==> src/rtl/crt_pkg.sv <==
package crt_pkg;

    typedef enum logic [1:0] {
        MODE_RELOAD,
        MODE_CAPTURE,
        MODE_BAUD_RELOAD,
        MODE_BAUD_CAPTURE
    } mode_e;

    // Control byte, most significant field first.
    typedef struct packed {
        logic ovf;
        logic ext;
        logic rx_baud;
        logic tx_baud;
        logic ext_en;
        logic run;
        logic ext_clk;
        logic capture;
    } ctrl_t;

    function automatic mode_e decode_mode(input logic baud_any, input logic capture);
        mode_e m;
        if (baud_any) begin
            m = capture ? MODE_BAUD_CAPTURE : MODE_BAUD_RELOAD;
        end else begin
            m = capture ? MODE_CAPTURE : MODE_RELOAD;
        end
        return m;
    endfunction

endpackage

==> src/rtl/crt_pin_sync.sv <==
module crt_pin_sync #(
    parameter int unsigned STAGES = 2
) (
    input  logic clk,
    input  logic rst_n,
    input  logic pin_i,
    output logic fall_o
);

    logic [STAGES-1:0] chain_q;
    logic              last_q;

    always_ff @(posedge clk or negedge rst_n) begin
        if (!rst_n) begin
            chain_q <= '0;
            last_q  <= 1'b0;
        end else begin
            chain_q <= {chain_q[STAGES-2:0], pin_i};
            last_q  <= chain_q[STAGES-1];
        end
    end

    // High on one sample, low on the next: one pulse per edge.
    assign fall_o = last_q & ~chain_q[STAGES-1];

endmodule

==> src/rtl/crt_count_core.sv <==
module crt_count_core
    import crt_pkg::*;
#(
    parameter int unsigned WIDTH = 16,
    localparam int unsigned BYTES = WIDTH / 8
) (
    input  logic             clk,
    input  logic             rst_n,
    input  mode_e            mode_i,
    input  logic             inc_i,
    input  logic             trg_i,
    input  logic [BYTES-1:0] cnt_we_i,
    input  logic [BYTES-1:0] rld_we_i,
    input  logic [7:0]       wdata_i,
    output logic [WIDTH-1:0] count_o,
    output logic [WIDTH-1:0] rld_o,
    output logic             wrap_o
);

    logic [WIDTH-1:0] count_q, count_d;
    logic [WIDTH-1:0] rld_q, rld_d;
    logic             wrap;

    assign wrap = inc_i && (count_q == '1);

    always_comb begin
        count_d = count_q;
        rld_d   = rld_q;
        if (inc_i) begin
            count_d = count_q + 1'b1;
        end
        if (wrap) begin
            unique case (mode_i)
                MODE_CAPTURE:      count_d = '0;
                MODE_RELOAD:       count_d = rld_q;
                MODE_BAUD_RELOAD:  count_d = rld_q;
                MODE_BAUD_CAPTURE: count_d = rld_q;
            endcase
        end
        if (trg_i) begin
            unique case (mode_i)
                MODE_CAPTURE:      rld_d   = count_q;
                MODE_BAUD_CAPTURE: rld_d   = count_q;
                MODE_RELOAD:       count_d = rld_q;
                MODE_BAUD_RELOAD:  count_d = rld_q;
            endcase
        end
        for (int b = 0; b < BYTES; b++) begin
            if (cnt_we_i[b]) count_d[8*b +: 8] = wdata_i;
            if (rld_we_i[b]) rld_d[8*b +: 8]   = wdata_i;
        end
    end

    always_ff @(posedge clk or negedge rst_n) begin
        if (!rst_n) begin
            count_q <= '0;
            rld_q   <= '0;
        end else begin
            count_q <= count_d;
            rld_q   <= rld_d;
        end
    end

    assign count_o = count_q;
    assign rld_o   = rld_q;
    assign wrap_o  = wrap;

endmodule

==> src/rtl/cap_reload_timer.sv <==
module cap_reload_timer
    import crt_pkg::*;
#(
    parameter int unsigned WIDTH       = 16,
    parameter int unsigned ADDR_W      = 3,
    parameter int unsigned SYNC_STAGES = 2
) (
    input  logic              clk,
    input  logic              rst_n,
    input  logic              tick_i,
    input  logic              cnt_pin_i,
    input  logic              trg_pin_i,
    input  logic              alt_ovf_i,
    input  logic              wr_en_i,
    input  logic [ADDR_W-1:0] wr_addr_i,
    input  logic [7:0]        wr_data_i,
    input  logic [ADDR_W-1:0] rd_addr_i,
    output logic [7:0]        rd_data_o,
    output logic              ovf_flag_o,
    output logic              ext_flag_o,
    output logic              irq_o,
    output logic              rx_baud_o,
    output logic              tx_baud_o
);

    localparam int unsigned BYTES = WIDTH / 8;

    ctrl_t            ctrl_q;
    mode_e            mode;
    logic             ctrl_wr;
    logic [BYTES-1:0] cnt_we;
    logic [BYTES-1:0] rld_we;
    logic             cnt_fall, trg_fall;
    logic             inc, trg_evt, wrap, ovf_set;
    logic             pulse_q;
    logic [WIDTH-1:0] count, rld;

    crt_pin_sync #(.STAGES(SYNC_STAGES)) u_cnt_sync (
        .clk(clk), .rst_n(rst_n), .pin_i(cnt_pin_i), .fall_o(cnt_fall)
    );

    crt_pin_sync #(.STAGES(SYNC_STAGES)) u_trg_sync (
        .clk(clk), .rst_n(rst_n), .pin_i(trg_pin_i), .fall_o(trg_fall)
    );

    assign ctrl_wr = wr_en_i && (wr_addr_i == ADDR_W'(0));

    for (genvar b = 0; b < BYTES; b++) begin : g_we
        assign cnt_we[b] = wr_en_i && (wr_addr_i == ADDR_W'(1 + b));
        assign rld_we[b] = wr_en_i && (wr_addr_i == ADDR_W'(1 + BYTES + b));
    end

    assign mode    = decode_mode(ctrl_q.rx_baud | ctrl_q.tx_baud, ctrl_q.capture);
    assign inc     = ctrl_q.run && (ctrl_q.ext_clk ? cnt_fall : tick_i);
    assign trg_evt = ctrl_q.ext_en && trg_fall;

    crt_count_core #(.WIDTH(WIDTH)) u_core (
        .clk      (clk),
        .rst_n    (rst_n),
        .mode_i   (mode),
        .inc_i    (inc),
        .trg_i    (trg_evt),
        .cnt_we_i (cnt_we),
        .rld_we_i (rld_we),
        .wdata_i  (wr_data_i),
        .count_o  (count),
        .rld_o    (rld),
        .wrap_o   (wrap)
    );

    always_comb begin
        ovf_set = 1'b0;
        unique case (mode)
            MODE_RELOAD, MODE_CAPTURE:           ovf_set = wrap;
            MODE_BAUD_RELOAD, MODE_BAUD_CAPTURE: ovf_set = 1'b0;
        endcase
    end

    // A software write decides both flags outright; otherwise hardware may set them.
    always_ff @(posedge clk or negedge rst_n) begin
        if (!rst_n) begin
            ctrl_q  <= '0;
            pulse_q <= 1'b0;
        end else begin
            pulse_q <= wrap;
            if (ctrl_wr) begin
                ctrl_q <= ctrl_t'(wr_data_i);
            end else begin
                if (ovf_set) ctrl_q.ovf <= 1'b1;
                if (trg_evt) ctrl_q.ext <= 1'b1;
            end
        end
    end

    always_comb begin
        rd_data_o = '0;
        if (rd_addr_i == ADDR_W'(0)) rd_data_o = ctrl_q;
        for (int b = 0; b < BYTES; b++) begin
            if (rd_addr_i == ADDR_W'(1 + b))         rd_data_o = count[8*b +: 8];
            if (rd_addr_i == ADDR_W'(1 + BYTES + b)) rd_data_o = rld[8*b +: 8];
        end
    end

    assign ovf_flag_o = ctrl_q.ovf;
    assign ext_flag_o = ctrl_q.ext;
    assign irq_o      = ctrl_q.ovf | ctrl_q.ext;
    assign rx_baud_o  = ctrl_q.rx_baud ? pulse_q : alt_ovf_i;
    assign tx_baud_o  = ctrl_q.tx_baud ? pulse_q : alt_ovf_i;

endmodule

==> config.mk <==
export PLATFORM = sky130hd
export DESIGN_NAME = cap_reload_timer
export DESIGN_NICKNAME = d
export VERILOG_FILES = /design/src/rtl/crt_pkg.sv /design/src/rtl/crt_pin_sync.sv /design/src/rtl/crt_count_core.sv /design/src/rtl/cap_reload_timer.sv
export SDC_FILE = /design/constraint.sdc
export NUM_CORES = 1
export LEC_CHECK = 0
export BUFFER_PORTS_ARGS = -buffer_cell sky130_fd_sc_hd__buf_2
export CAP_MARGIN = 10
export CORE_MARGIN = 4
export CORE_UTILIZATION = 52
export CTS_BUF_LIST = sky130_fd_sc_hd__clkbuf_4 sky130_fd_sc_hd__clkbuf_8 sky130_fd_sc_hd__clkbuf_16
export CTS_CLUSTER_DIAMETER = 50
export DETAILED_ROUTE_END_ITERATION = 16
export PLACE_DENSITY = 0.81
export SLEW_MARGIN = 40
export SYNTH_ARGS = -nofsm -noshare
export SYNTH_HDL_FRONTEND = slang
export SYNTH_SLANG_ARGS = --single-unit
==> constraint.sdc <==
create_clock -name clk -period 1.7 [get_ports clk]
set_clock_uncertainty 0.05 [all_clocks]
set_input_delay 0.34 -clock clk [delete_from_list [all_inputs] [get_ports clk]]
set_output_delay 0.34 -clock clk [all_outputs]
set_load 0.02 [all_outputs]
==> impl_metrics.yaml <==
place:
  port_buffers: 33
  hpwlAfterDp_um: 5990
  dpl.cell_count: 429
  dp_worst_setup_slack_ns: -0.2174
  gp_congestion: 0.9029
synthesis:
  synth_compound_area_share_pct: 19.07
  netlist_area_um2: 2801
  syn_avg_cell_area_um2: 9.464
  synth_cell_types: 51
  synth_top_area_share_pct: 41.98
  synth_most_common_cell: "dfrtp_1"
  synthTopCellsByArea: "dfrtp_1 42%, mux2i_1 8.6%, xnor2_1 4.1%"
  synth_top_family_by_area: "simple AND/OR/NAND/NOR gates"
  synthCells: 296
  synth_edf_count: 0
  synth_area_leader_cell: "dfrtp_1"
  ys_seq_area_share_pct: 41.98
  synth_nets: 318
  synth-simple-area-share_pct: 19.34
  synthTopCellsByCount: "47 x dfrtp_1, 30 x nand2_1, 26 x nor2_1"
  synth.ff_latch_count: 47
  yosys.area_share.adder_pct: 0.4466
  ys_warn_count: 0
  synth-xor-area-share_pct: 4.064
  synthFlopType: "dfrtp_1"
  synthMuxAreaShare_pct: 12.19
  synthArstFlopShare_pct: 100.0
sta:
  period_share_pct: 109.8
  relSlewSlack_pct: 61.79
  maxSlewViolCount: 0
  setup_viol: 24
  tightestPinTransition_ns: 0.5706
  fmax_mhz: 535.7
  period_needed_ns: 1.867
  finalHoldViolCount: 0
  layout_setup_ws_ns: -0.1667
  grt_setup_unrepaired: "true"
clock_network:
  clk_latency_ns: 0.31
  clock_path_buffers: 2
  clkTransAtPathRegs_ns: 0.09
  root_buffer: "clkbuf_8"
  cts_buffers: 5
  cts_tree: "built"
  cts.htree.levels: 2
  clock_sinks: 47
run_status:
  violations: "setup timing"
  status: "complete, but fails checks"
finish:
  final_cells: 457
  num_antenna_cells: 0
  drive_above_1_share_pct: 43.15
  area_growth_pct: 41.76
  nets: 408
critical_path:
  cp-startpoint: "u_core.count_o[0]$_DFF_PN0_"
  crit_path_start_kind: "flop"
  worstPathArrival_ns: 1.48
  path_class: "reg -> out"
  worstPathRequired_ns: 1.31
  crit_fanout: 2
  r2r-start: "ctrl_q[1]$_DFFE_PN0P_"
  endpoint_kind: "output port"
route:
  vias_per_cell: 6.505
  drc_errors: 0
  drtAntennaViolNets: 0
  dr_total_vias: 2973
  avgRoutedWirePerCell_um: 21.29
  dr.pass1.iters: 5
  drt_iter0_drc: 406
  wl_um: 9730
grt:
  grt_antenna_before_repair: 0
  grt_pass1_vias: 2938
  grt_pass1_wl_um: 15380
  grt_overflow: 0
  gr-usage-all-layers_pct: 31.33
  grt_max_degree: 48
floorplanning:
  die_h_um: 81.40
  die_w_um: 81.40
  std_cell_rows: 26
  fp.coreArea_um2: 5172
  die_area_um2: 6626
  ios: 34
  initial_utilization_pct: 54.16
worst_hold_path:
  hp-class: "in -> reg"
  hold_start: "cnt_pin_i"
flow_run:
  drv_cap: 0
pwr:
  p_per_area_nw_per_um2: 1314
  cellLeakagePower_nw: 1.751
  peakVddDrop_v: 0.0007592
[layout make-up]
cell class                      instances  area [um2]
Inverter                                1       3.754
Sequential cell                        47        1180
Multi-Input combinational cell        233        1769
Clock inverter                          2       35.03
Timing Repair Buffer                   98       813.3
Clock buffer                            6       82.58
Fill cell                             320        1201
Tap cell                               70       87.58
[layout by cell type, fill, tap and decap left out, types with 11 or more instances in the layout]
| cell | Yosys | routed |
|---|---|---|
| mux2i_1 | 24 | 24 |
| buf_2 | 4 | 23 |
| nand3_1 | 16 | 14 |
| dfrtp_1 | 47 | 44 |
| buf_4 | 1 | 48 |
| o21ai_0 | 17 | 11 |
| nor2_1 | 26 | 24 |
| nand2_1 | 30 | 30 |
| buf_6 | 1 | 22 |
| xnor2_1 | 13 | 12 |
[final timing paths]
| kind | cells after the start | slack [ns] | end |
|---|---|---|---|
| setup / recovery | 6 | -0.17 | rd_data_o[0] |
| hold / removal | 1 | 0.08 | u_cnt_sync.chain_q[0]$_DFF_PN0_ |
| setup reg to reg | 6 | -0.12 | u_core.count_o[5]$_DFF_PN0_ |
| hold reg to reg | 0 | 0.31 | u_trg_sync.chain_q[1]$_DFF_PN0_ |
| max in group asynchronous | 3 | 0.88 | ctrl_q[5]$_DFFE_PN0P_ |
| min in group asynchronous | 3 | 0.48 | ctrl_q[1]$_DFFE_PN0P_ |
[cell families after synthesis]
kind of cell             count (synthesis)
adder cells (fa/ha/maj)                  1
flip-flops                              47
XOR/XNOR                                13
AND/OR/NAND/NOR                        107
AO/OA/AOI/OAI                           78
multiplexers                            33
buffers and inverters                   17
[worst max-delay path, stage by stage, from the launching register on]
cell,delay (ns)
dfrtp_1,0.41
buf_6,0.13
mux2i_1,0.16
nor2_1,0.08
a21oi_2,0.13
o22ai_2,0.11
buf_6,0.14
[through the flow]
| stage | area (um2) | setup TNS (ns) | util, % | hold WS, ns | power (mW) |
|---|---|---|---|---|---|
| 2_1_floorplan | 2863 | 0 | - | -0.005591 | 2.878 |
| 5_1_grt | 3971 | -3.498 | 76.78 | 0.06360 | 5.481 |
| 6_report | 3971 | -1.859 | 76.78 | 0.08055 | 5.217 |
| 3_3_place_gp | 3431 | -1.227 | 66.33 | 0.2816 | 3.597 |
| 4_1_cts | 3847 | -1.183 | 74.38 | 0.07687 | 4.928 |
| 3_5_place_dp | 3431 | -1.893 | 66.33 | 0.2864 | 3.677 |
[flip-flops by register name, summed over array words and instances, names as in the netlist]
| register | count |
|---|---|
| u_cnt_sync.last_q | 1 |
| u_core.rld_o | 16 |
| ctrl_q | 6 |
| u_trg_sync.chain_q | 2 |
| pulse_q | 1 |
| u_trg_sync.last_q | 1 |
| ovf_flag_o | 1 |
| u_cnt_sync.chain_q | 2 |
| ext_flag_o | 1 |
| u_core.count_o | 16 |
[power breakdown]
part	total [mW]	internal (mW)	switching, mW
clock	0.863	0.476	0.387
combinational	2.45	1.26	1.20
sequential	1.90	1.50	0.399
total	5.22	3.23	1.98
[routing by layer]
layer / routed length, um / GRT usage, % / share of wire, %
met2: 4579 / 49.59 / 47
met3: 863 / 6.430 / 8.9
met5: 0 / 0 / 0
met1: 3710 / 39.68 / 38
met4: 577 / 17.74 / 5.9
[repair_timing]
item                                    CTS  global route
pin swaps                                22            15
gates cloned                              1             0
endpoints found under the setup margin   20            27
buffers inserted                         14             4
resized for setup                        51            24
endpoints found under the hold margin    47             0
hold buffers                              1             0
No activity file was read; power rests on OpenSTA's default activity.
